`config.mk`:
```
export PLATFORM = sky130hd
export DESIGN_NAME = cmc_top
export DESIGN_NICKNAME = d
export VERILOG_FILES = /design/src/rtl/cmc_pkg.sv /design/src/rtl/cmc_set_dir.sv /design/src/rtl/cmc_shadow.sv /design/src/rtl/cmc_seen.sv /design/src/rtl/cmc_sat_cnt.sv /design/src/rtl/cmc_top.sv
export SDC_FILE = /design/constraint.sdc
export NUM_CORES = 2
export LEC_CHECK = 0
export ABC_CLOCK_PERIOD_IN_PS = 6500
export BUFFER_PORTS_ARGS = -buffer_cell sky130_fd_sc_hd__buf_4
export CORE_ASPECT_RATIO = 0.75
export CORE_UTILIZATION = 47
export DETAILED_ROUTE_END_ITERATION = 7
export PLACE_DENSITY = 0.72
export REMOVE_ABC_BUFFERS = 1
export SYNTH_ARGS = -nofsm -noshare
export SYNTH_HDL_FRONTEND = slang
export SYNTH_SLANG_ARGS = --single-unit
```
`constraint.sdc`:
```
create_clock -name clk_i -period 6.5 [get_ports clk_i]
set_clock_uncertainty 0.1 [all_clocks]
set_input_delay 0.325 -clock clk_i [delete_from_list [all_inputs] [get_ports clk_i]]
set_output_delay 0.325 -clock clk_i [all_outputs]
set_load 0.05 [all_outputs]
```
`src/rtl/cmc_pkg.sv`:
```
package cmc_pkg;
  typedef enum logic [1:0] {
    MC_NONE = 2'b00,
    MC_COMP = 2'b01,
    MC_CAP  = 2'b10,
    MC_CONF = 2'b11
  } miss_class_e;
endpackage

```
`src/rtl/cmc_set_dir.sv`:
```
module cmc_set_dir #(
  parameter int IDX_W = 2,
  parameter int TAG_W = 9
) (
  input  logic             clk_i,
  input  logic             rst_ni,
  input  logic             preload_i,
  input  logic             upd_i,
  input  logic [IDX_W-1:0] idx_i,
  input  logic [TAG_W-1:0] tag_i,
  output logic             hit_o,
  output logic             way_o,
  output logic             victim_valid_o,
  output logic [TAG_W-1:0] victim_tag_o
);
  localparam int NSETS = 1 << IDX_W;
  localparam int NWAYS = 2;

  logic [NSETS-1:0][NWAYS-1:0][TAG_W-1:0] tag_a;
  logic [NSETS-1:0][NWAYS-1:0]            vld_a;
  logic [NSETS-1:0]                       lru_a;

  logic [NWAYS-1:0] hit_w;
  logic             way_sel;

  always_comb begin
    for (int w = 0; w < NWAYS; w++)
      hit_w[w] = vld_a[idx_i][w] && (tag_a[idx_i][w] == tag_i);
    if (|hit_w)                  way_sel = hit_w[1];
    else if (!vld_a[idx_i][0])   way_sel = 1'b0;
    else if (!vld_a[idx_i][1])   way_sel = 1'b1;
    else                         way_sel = lru_a[idx_i];
  end

  assign hit_o          = |hit_w;
  assign way_o          = way_sel;
  assign victim_valid_o = !(|hit_w) && vld_a[idx_i][way_sel];
  assign victim_tag_o   = victim_valid_o ? tag_a[idx_i][way_sel] : '0;

  for (genvar s = 0; s < NSETS; s++) begin : g_set
    logic [NWAYS-1:0][TAG_W-1:0] tag_q;
    logic [NWAYS-1:0]            vld_q;
    logic                        lru_q;

    always_ff @(posedge clk_i or negedge rst_ni) begin
      if (!rst_ni) begin
        tag_q <= '0;
        vld_q <= '0;
        lru_q <= 1'b0;
      end else if (preload_i) begin
        // block w*NSETS+s lands in way w with tag w; way 0 was touched first
        for (int w = 0; w < NWAYS; w++) tag_q[w] <= TAG_W'(w);
        vld_q <= '1;
        lru_q <= 1'b0;
      end else if (upd_i && (idx_i == IDX_W'(s))) begin
        tag_q[way_sel] <= tag_i;
        vld_q[way_sel] <= 1'b1;
        lru_q          <= ~way_sel;
      end
    end

    assign tag_a[s] = tag_q;
    assign vld_a[s] = vld_q;
    assign lru_a[s] = lru_q;
  end
endmodule

```
`src/rtl/cmc_shadow.sv`:
```
module cmc_shadow #(
  parameter int BLK_W = 11,
  parameter int DEPTH = 8
) (
  input  logic             clk_i,
  input  logic             rst_ni,
  input  logic             preload_i,
  input  logic             upd_i,
  input  logic [BLK_W-1:0] blk_i,
  output logic             present_o
);
  localparam int POS_W = $clog2(DEPTH);

  logic [DEPTH-1:0][BLK_W-1:0] ent_a;
  logic [DEPTH-1:0]            vld_a;
  logic [DEPTH-1:0]            match;
  logic [POS_W-1:0]            pos;

  // pos: slot that leaves the stack (match, else the oldest slot)
  always_comb begin
    pos = POS_W'(DEPTH - 1);
    for (int i = DEPTH - 1; i >= 0; i--) begin
      match[i] = vld_a[i] && (ent_a[i] == blk_i);
      if (match[i]) pos = POS_W'(i);
    end
  end

  assign present_o = |match;

  for (genvar i = 0; i < DEPTH; i++) begin : g_ent
    logic [BLK_W-1:0] ent_q;
    logic             vld_q;

    always_ff @(posedge clk_i or negedge rst_ni) begin
      if (!rst_ni) begin
        ent_q <= '0;
        vld_q <= 1'b0;
      end else if (preload_i) begin
        ent_q <= BLK_W'(DEPTH - 1 - i);
        vld_q <= 1'b1;
      end else if (upd_i) begin
        if (i == 0) begin
          ent_q <= blk_i;
          vld_q <= 1'b1;
        end else if (POS_W'(i) <= pos) begin
          ent_q <= ent_a[(i > 0) ? i - 1 : 0];
          vld_q <= vld_a[(i > 0) ? i - 1 : 0];
        end
      end
    end

    assign ent_a[i] = ent_q;
    assign vld_a[i] = vld_q;
  end
endmodule

```
`src/rtl/cmc_seen.sv`:
```
module cmc_seen #(
  parameter int BLK_W = 11,
  parameter int NBLK  = 8
) (
  input  logic             clk_i,
  input  logic             rst_ni,
  input  logic             preload_i,
  input  logic             upd_i,
  input  logic [BLK_W-1:0] blk_i,
  output logic             seen_o
);
  localparam int SEEN_N = 1 << BLK_W;

  logic [SEEN_N-1:0] seen_q;

  always_ff @(posedge clk_i or negedge rst_ni) begin
    if (!rst_ni)        seen_q <= '0;
    else if (preload_i) seen_q <= {{(SEEN_N - NBLK){1'b0}}, {NBLK{1'b1}}};
    else if (upd_i)     seen_q[blk_i] <= 1'b1;
  end

  assign seen_o = seen_q[blk_i];
endmodule

```
`src/rtl/cmc_sat_cnt.sv`:
```
module cmc_sat_cnt #(
  parameter int W = 16
) (
  input  logic         clk_i,
  input  logic         rst_ni,
  input  logic         inc_i,
  output logic [W-1:0] cnt_o
);
  always_ff @(posedge clk_i or negedge rst_ni) begin
    if (!rst_ni)                   cnt_o <= '0;
    else if (inc_i && !(&cnt_o))   cnt_o <= cnt_o + W'(1);
  end
endmodule

```
`src/rtl/cmc_top.sv`:
```
module cmc_top
  import cmc_pkg::*;
#(
  parameter int ADDR_W = 14,
  parameter int OFF_W  = 3,
  parameter int IDX_W  = 2,
  parameter int CNT_W  = 16,
  localparam int BLK_W = ADDR_W - OFF_W,
  localparam int TAG_W = BLK_W - IDX_W
) (
  input  logic              clk_i,
  input  logic              rst_ni,
  input  logic              preload_i,
  input  logic              req_valid_i,
  input  logic [ADDR_W-1:0] req_addr_i,
  output logic              resp_valid_o,
  output logic              hit_o,
  output logic [1:0]        miss_class_o,
  output logic              way_o,
  output logic              evict_valid_o,
  output logic [TAG_W-1:0]  evict_tag_o,
  output logic [CNT_W-1:0]  access_cnt_o,
  output logic [CNT_W-1:0]  hit_cnt_o
);
  localparam int NSETS = 1 << IDX_W;
  localparam int NBLK  = NSETS * 2;

  logic [BLK_W-1:0] blk;
  logic [IDX_W-1:0] idx;
  logic [TAG_W-1:0] tag;
  logic             acc;
  logic             dir_hit, dir_way, vic_valid, seen, present;
  logic [TAG_W-1:0] vic_tag;
  miss_class_e      cls;

  assign blk = req_addr_i[ADDR_W-1:OFF_W];
  assign idx = blk[IDX_W-1:0];
  assign tag = blk[BLK_W-1:IDX_W];
  assign acc = req_valid_i && !preload_i;

  cmc_set_dir #(.IDX_W(IDX_W), .TAG_W(TAG_W)) u_dir (
    .clk_i, .rst_ni, .preload_i, .upd_i(acc), .idx_i(idx), .tag_i(tag),
    .hit_o(dir_hit), .way_o(dir_way), .victim_valid_o(vic_valid), .victim_tag_o(vic_tag)
  );

  cmc_shadow #(.BLK_W(BLK_W), .DEPTH(NBLK)) u_shadow (
    .clk_i, .rst_ni, .preload_i, .upd_i(acc), .blk_i(blk), .present_o(present)
  );

  cmc_seen #(.BLK_W(BLK_W), .NBLK(NBLK)) u_seen (
    .clk_i, .rst_ni, .preload_i, .upd_i(acc), .blk_i(blk), .seen_o(seen)
  );

  cmc_sat_cnt #(.W(CNT_W)) u_acc_cnt (
    .clk_i, .rst_ni, .inc_i(acc), .cnt_o(access_cnt_o)
  );

  cmc_sat_cnt #(.W(CNT_W)) u_hit_cnt (
    .clk_i, .rst_ni, .inc_i(acc && dir_hit), .cnt_o(hit_cnt_o)
  );

  always_comb begin
    if (dir_hit)      cls = MC_NONE;
    else if (!seen)   cls = MC_COMP;
    else if (present) cls = MC_CONF;
    else              cls = MC_CAP;
  end

  always_ff @(posedge clk_i or negedge rst_ni) begin
    if (!rst_ni) begin
      resp_valid_o  <= 1'b0;
      hit_o         <= 1'b0;
      miss_class_o  <= MC_NONE;
      way_o         <= 1'b0;
      evict_valid_o <= 1'b0;
      evict_tag_o   <= '0;
    end else begin
      resp_valid_o <= acc;
      if (acc) begin
        hit_o         <= dir_hit;
        miss_class_o  <= cls;
        way_o         <= dir_way;
        evict_valid_o <= vic_valid;
        evict_tag_o   <= vic_tag;
      end
    end
  end
endmodule

```
==> flow_metrics.py <==
metrics = {
    "synth": {
        "synth_top_cells_by_count": "dfrtp_1 (2,275), o2bb2ai_1 (1,738), mux2i_1 (1,112)",
        "ys_seq_elements": 2275,
        "ys_async_sr_fraction_pct": 100,
        "syn_avg_cell_area_um2": 12.1,
        "yosysMostFrequentCell": "dfrtp_1",
        "synth-edff-count": 0,
        "ys_types": 58,
        "synth_area_um2": 99700,
        "yosys_warnings": 0,
        "synthTopCellsByArea": "dfrtp_1 (57%), o2bb2ai_1 (15%), mux2i_1 (11%)",
        "synth_area_leader_cell": "dfrtp_1",
        "synth_top_area_share_pct": 57.1,
        "synthFlopType": "dfrtp_1",
        "ys_seq_area_share_pct": 57.1,
        "syn_inst": 8246,
    },
    "global_route": {
        "grt_overflow": 0,
        "grt_pass1_wl_mm": 504,
        "grt_max_degree": 232,
        "grt_pass1_vias": 74186,
        "grt_usage_pct": 31.3,
        "antenna_found_initial": 16,
    },
    "route": {
        "dr_total_vias": 75530,
        "drt_wl_total_mm": 342,
        "drc_errors": 3,
        "final_antenna_net_count": 0,
        "drt_iter0_markers": 11379,
        "routed_via_density": 6.96,
        "firstDrtPassIters": 8,
        "post_drt_wl_per_cell_um": 31.5,
    },
    "critical_path": {
        "crit_slowest_cell": "nand4bb_4",
        "worstPathCellList": "dlygate4sd3_1 > buf_4 > nand4bb_4 > buf_12 > o22ai_1 > nor4_1 > nand2_1 > a22oi_1 > nand4_1 > a22oi_1 > nand4_1 > a22o_1",
        "end_kind": "flop",
        "ff2ff_setup_slack_ps": 2780,
        "r2r-start": "u_seen.seen_q[1755]",
        "critPathLaunchType": "primary input",
        "worstPathRequired_ps": 7150,
        "rr_worst_depth": 9,
        "setup.worst_path.class": "in -> reg",
        "crit_start": "req_addr_i[5]",
        "r2r-end": "miss_class_o[1]",
        "cp.arrival_ps": 5480,
        "slowest_delay_ps": 870,
        "path_max_fanout": 39,
    },
    "power_and_ir_drop": {
        "vdd_drop_max_mv": 0.239,
        "cellPowerDensity_nw_per_um2": 263,
        "power.leakage_uw": 0.0479,
    },
    "timing": {
        "fmax_mhz": 207,
        "worst_pin_slew_ps": 1360,
        "setup_viol": 0,
        "relSlewSlack_pct": 9.03,
        "min_period_ps": 4830,
        "hold_slack_ps": 74.6,
        "post-route-period-util_pct": 74.4,
        "rsz0062_at_grt": "false",
        "tns_ps": 0,
        "final_hold_viol_count": 0,
        "slew_violations": 0,
    },
    "worst_hold_path": {
        "min_path_cells": 3,
        "whs_endpoint": "u_seen.seen_q[1976]",
        "hp-start": "req_addr_i[6]",
        "hp-class": "in -> reg",
    },
    "finish": {
        "multiInputGateArea_um2": 39200,
        "drive_above_1_share_pct": 9.22,
        "nFillCells": 17595,
        "nets": 7884,
        "fin_area_um2": 110000,
        "area_growth_syn_to_layout_pct": 10.2,
        "seqCellArea_um2": 56900,
        "postLayoutCoreUtil_pct": 52.1,
    },
    "clock_tree": {
        "insertion_delay_ps": 890,
        "cts-root-buf": "clkbuf_16",
        "cts.sinks": 2275,
        "cts_made_buffers": 211,
        "cts_tree": "built",
        "clockBufferDepth": 4,
        "cts_max_level": 4,
        "clk_pin_slew_worst_paths_ps": 70,
        "cts-resized-gates": 0,
    },
    "job": {
        "maxCapViolCount": 0,
    },
    "place": {
        "placed_cell_area_um2": 103000,
        "portBuffers": 61,
        "dp.final_hpwl_mm": 185,
        "place_congestion": 0.875,
    },
    "die": {
        "start_util_pct": 47.3,
        "rows": 146,
        "io_pins": 65,
        "coreArea_um2": 211000,
        "die_w_um": 534,
        "die_y_um": 401,
        "dieArea_um2": 214000,
    },
    "run_status": {
        "outcome": "finished, violations left",
        "violations": "DRC",
    },
}
flip-flops by register name (all words and copies together) (netlist names):
signal,flops
evict_tag_o,9
evict_valid_o,1
hit_o,1
miss_class_o,2
resp_valid_o,1
u_acc_cnt.cnt_o,16
u_dir.g_set.lru_q,4
u_dir.g_set.tag_q,72
u_dir.g_set.vld_q,8
u_hit_cnt.cnt_o,16
u_seen.seen_q,2048
u_shadow.g_ent.ent_q,88
u_shadow.g_ent.vld_q,8
way_o,1
cell usage in the layout (no fill, tap or decap), drive strengths merged, types with 43 or more instances in the layout:
| master | netlist | final |
|---|---|---|
| nor2 | 432 | 432 |
| nand4 | 44 | 44 |
| mux2i | 1112 | 1112 |
| xnor2 | 123 | 123 |
| inv | 78 | 82 |
| dfrtp | 2275 | 2275 |
| clkinv | 1 | 43 |
| o22ai | 570 | 570 |
| buf | 187 | 287 |
| nor4 | 130 | 130 |
| o21ai | 43 | 43 |
| o2bb2ai | 1738 | 1738 |
| clkbuf | 708 | 309 |
| a21oi | 257 | 257 |
| nand2 | 242 | 242 |
layer usage:
layer / track usage (%) / routed length, um / up-vias / share of wire (%)
met5: 0.602 / 178 / - / 0.052
met1: 43.6 / 137000 / 39072 / 40
li1: - / - / 30444 / -
met2: 44.5 / 144000 / 4981 / 42
met4: 12.3 / 15600 / 19 / 4.6
met3: 10.8 / 45400 / 1014 / 13
kinds of logic after synthesis:
| logic type | share of synthesized area (%) |
|---|---|
| DFF | 57.1 |
| muxes | 11.9 |
| adders and majority gates | 0.0251 |
| AOI/OAI and AO/OA | 21.1 |
| and+or+nand+nor | 4.70 |
| xor gates and xnor gates | 1.19 |
| buffers and inverters | 4.02 |
worst max path at each step:
stage	end	cells past startpoint	slack [ps]
floorplan	u_dir.g_set[0].tag_q[9]	6	-15420
detailed placement	miss_class_o[0]	11	1650
CTS	miss_class_o[1]	12	2020
finish	miss_class_o[1]	12	1670
global placement	miss_class_o[1]	11	1550
global route	miss_class_o[1]	12	1790
timing repair:
action,in CTS,in global routing
endpoints found under the hold margin,202,0
hold buffers,13,0
buffers inserted,0,0
report_power, final:
part	internal (uW)	switching, uW	total (uW)
combinational	375	1300	1670
clock	7330	5600	12900
sequential	14200	53.9	14300
per-stage QoR:
stage                     total power, uW  worst slack (ps)  std cells
final                               28900              1670      10846
after global routing                29600              1790      10840
after CTS                           28800              2020      10839
after detailed placement            16200              1650      10450
after global placement              16100              1550      10449
after floorplan                     15100            -15420       7351
worst max-delay path: cells and delay by family:
family                 cells  cell delay [ps]
AND/OR/NAND/NOR            5             2490
buffers and inverters      3             1440
AO/OA/AOI/OAI              4             1160
cell type report:
| class | instances | area share, % |
|---|---|---|
| sequential | 2275 | 51.8 |
| multi-input combinational | 4997 | 35.7 |
| clock buffer | 309 | 5.68 |
| tap | 2812 | 3.20 |
| timing repair buffer | 300 | 2.62 |
| clock inverter | 67 | 0.756 |
| inverter | 79 | 0.277 |
| antenna | 7 | 0.0159 |
Power figures use the tool's default switching activity.
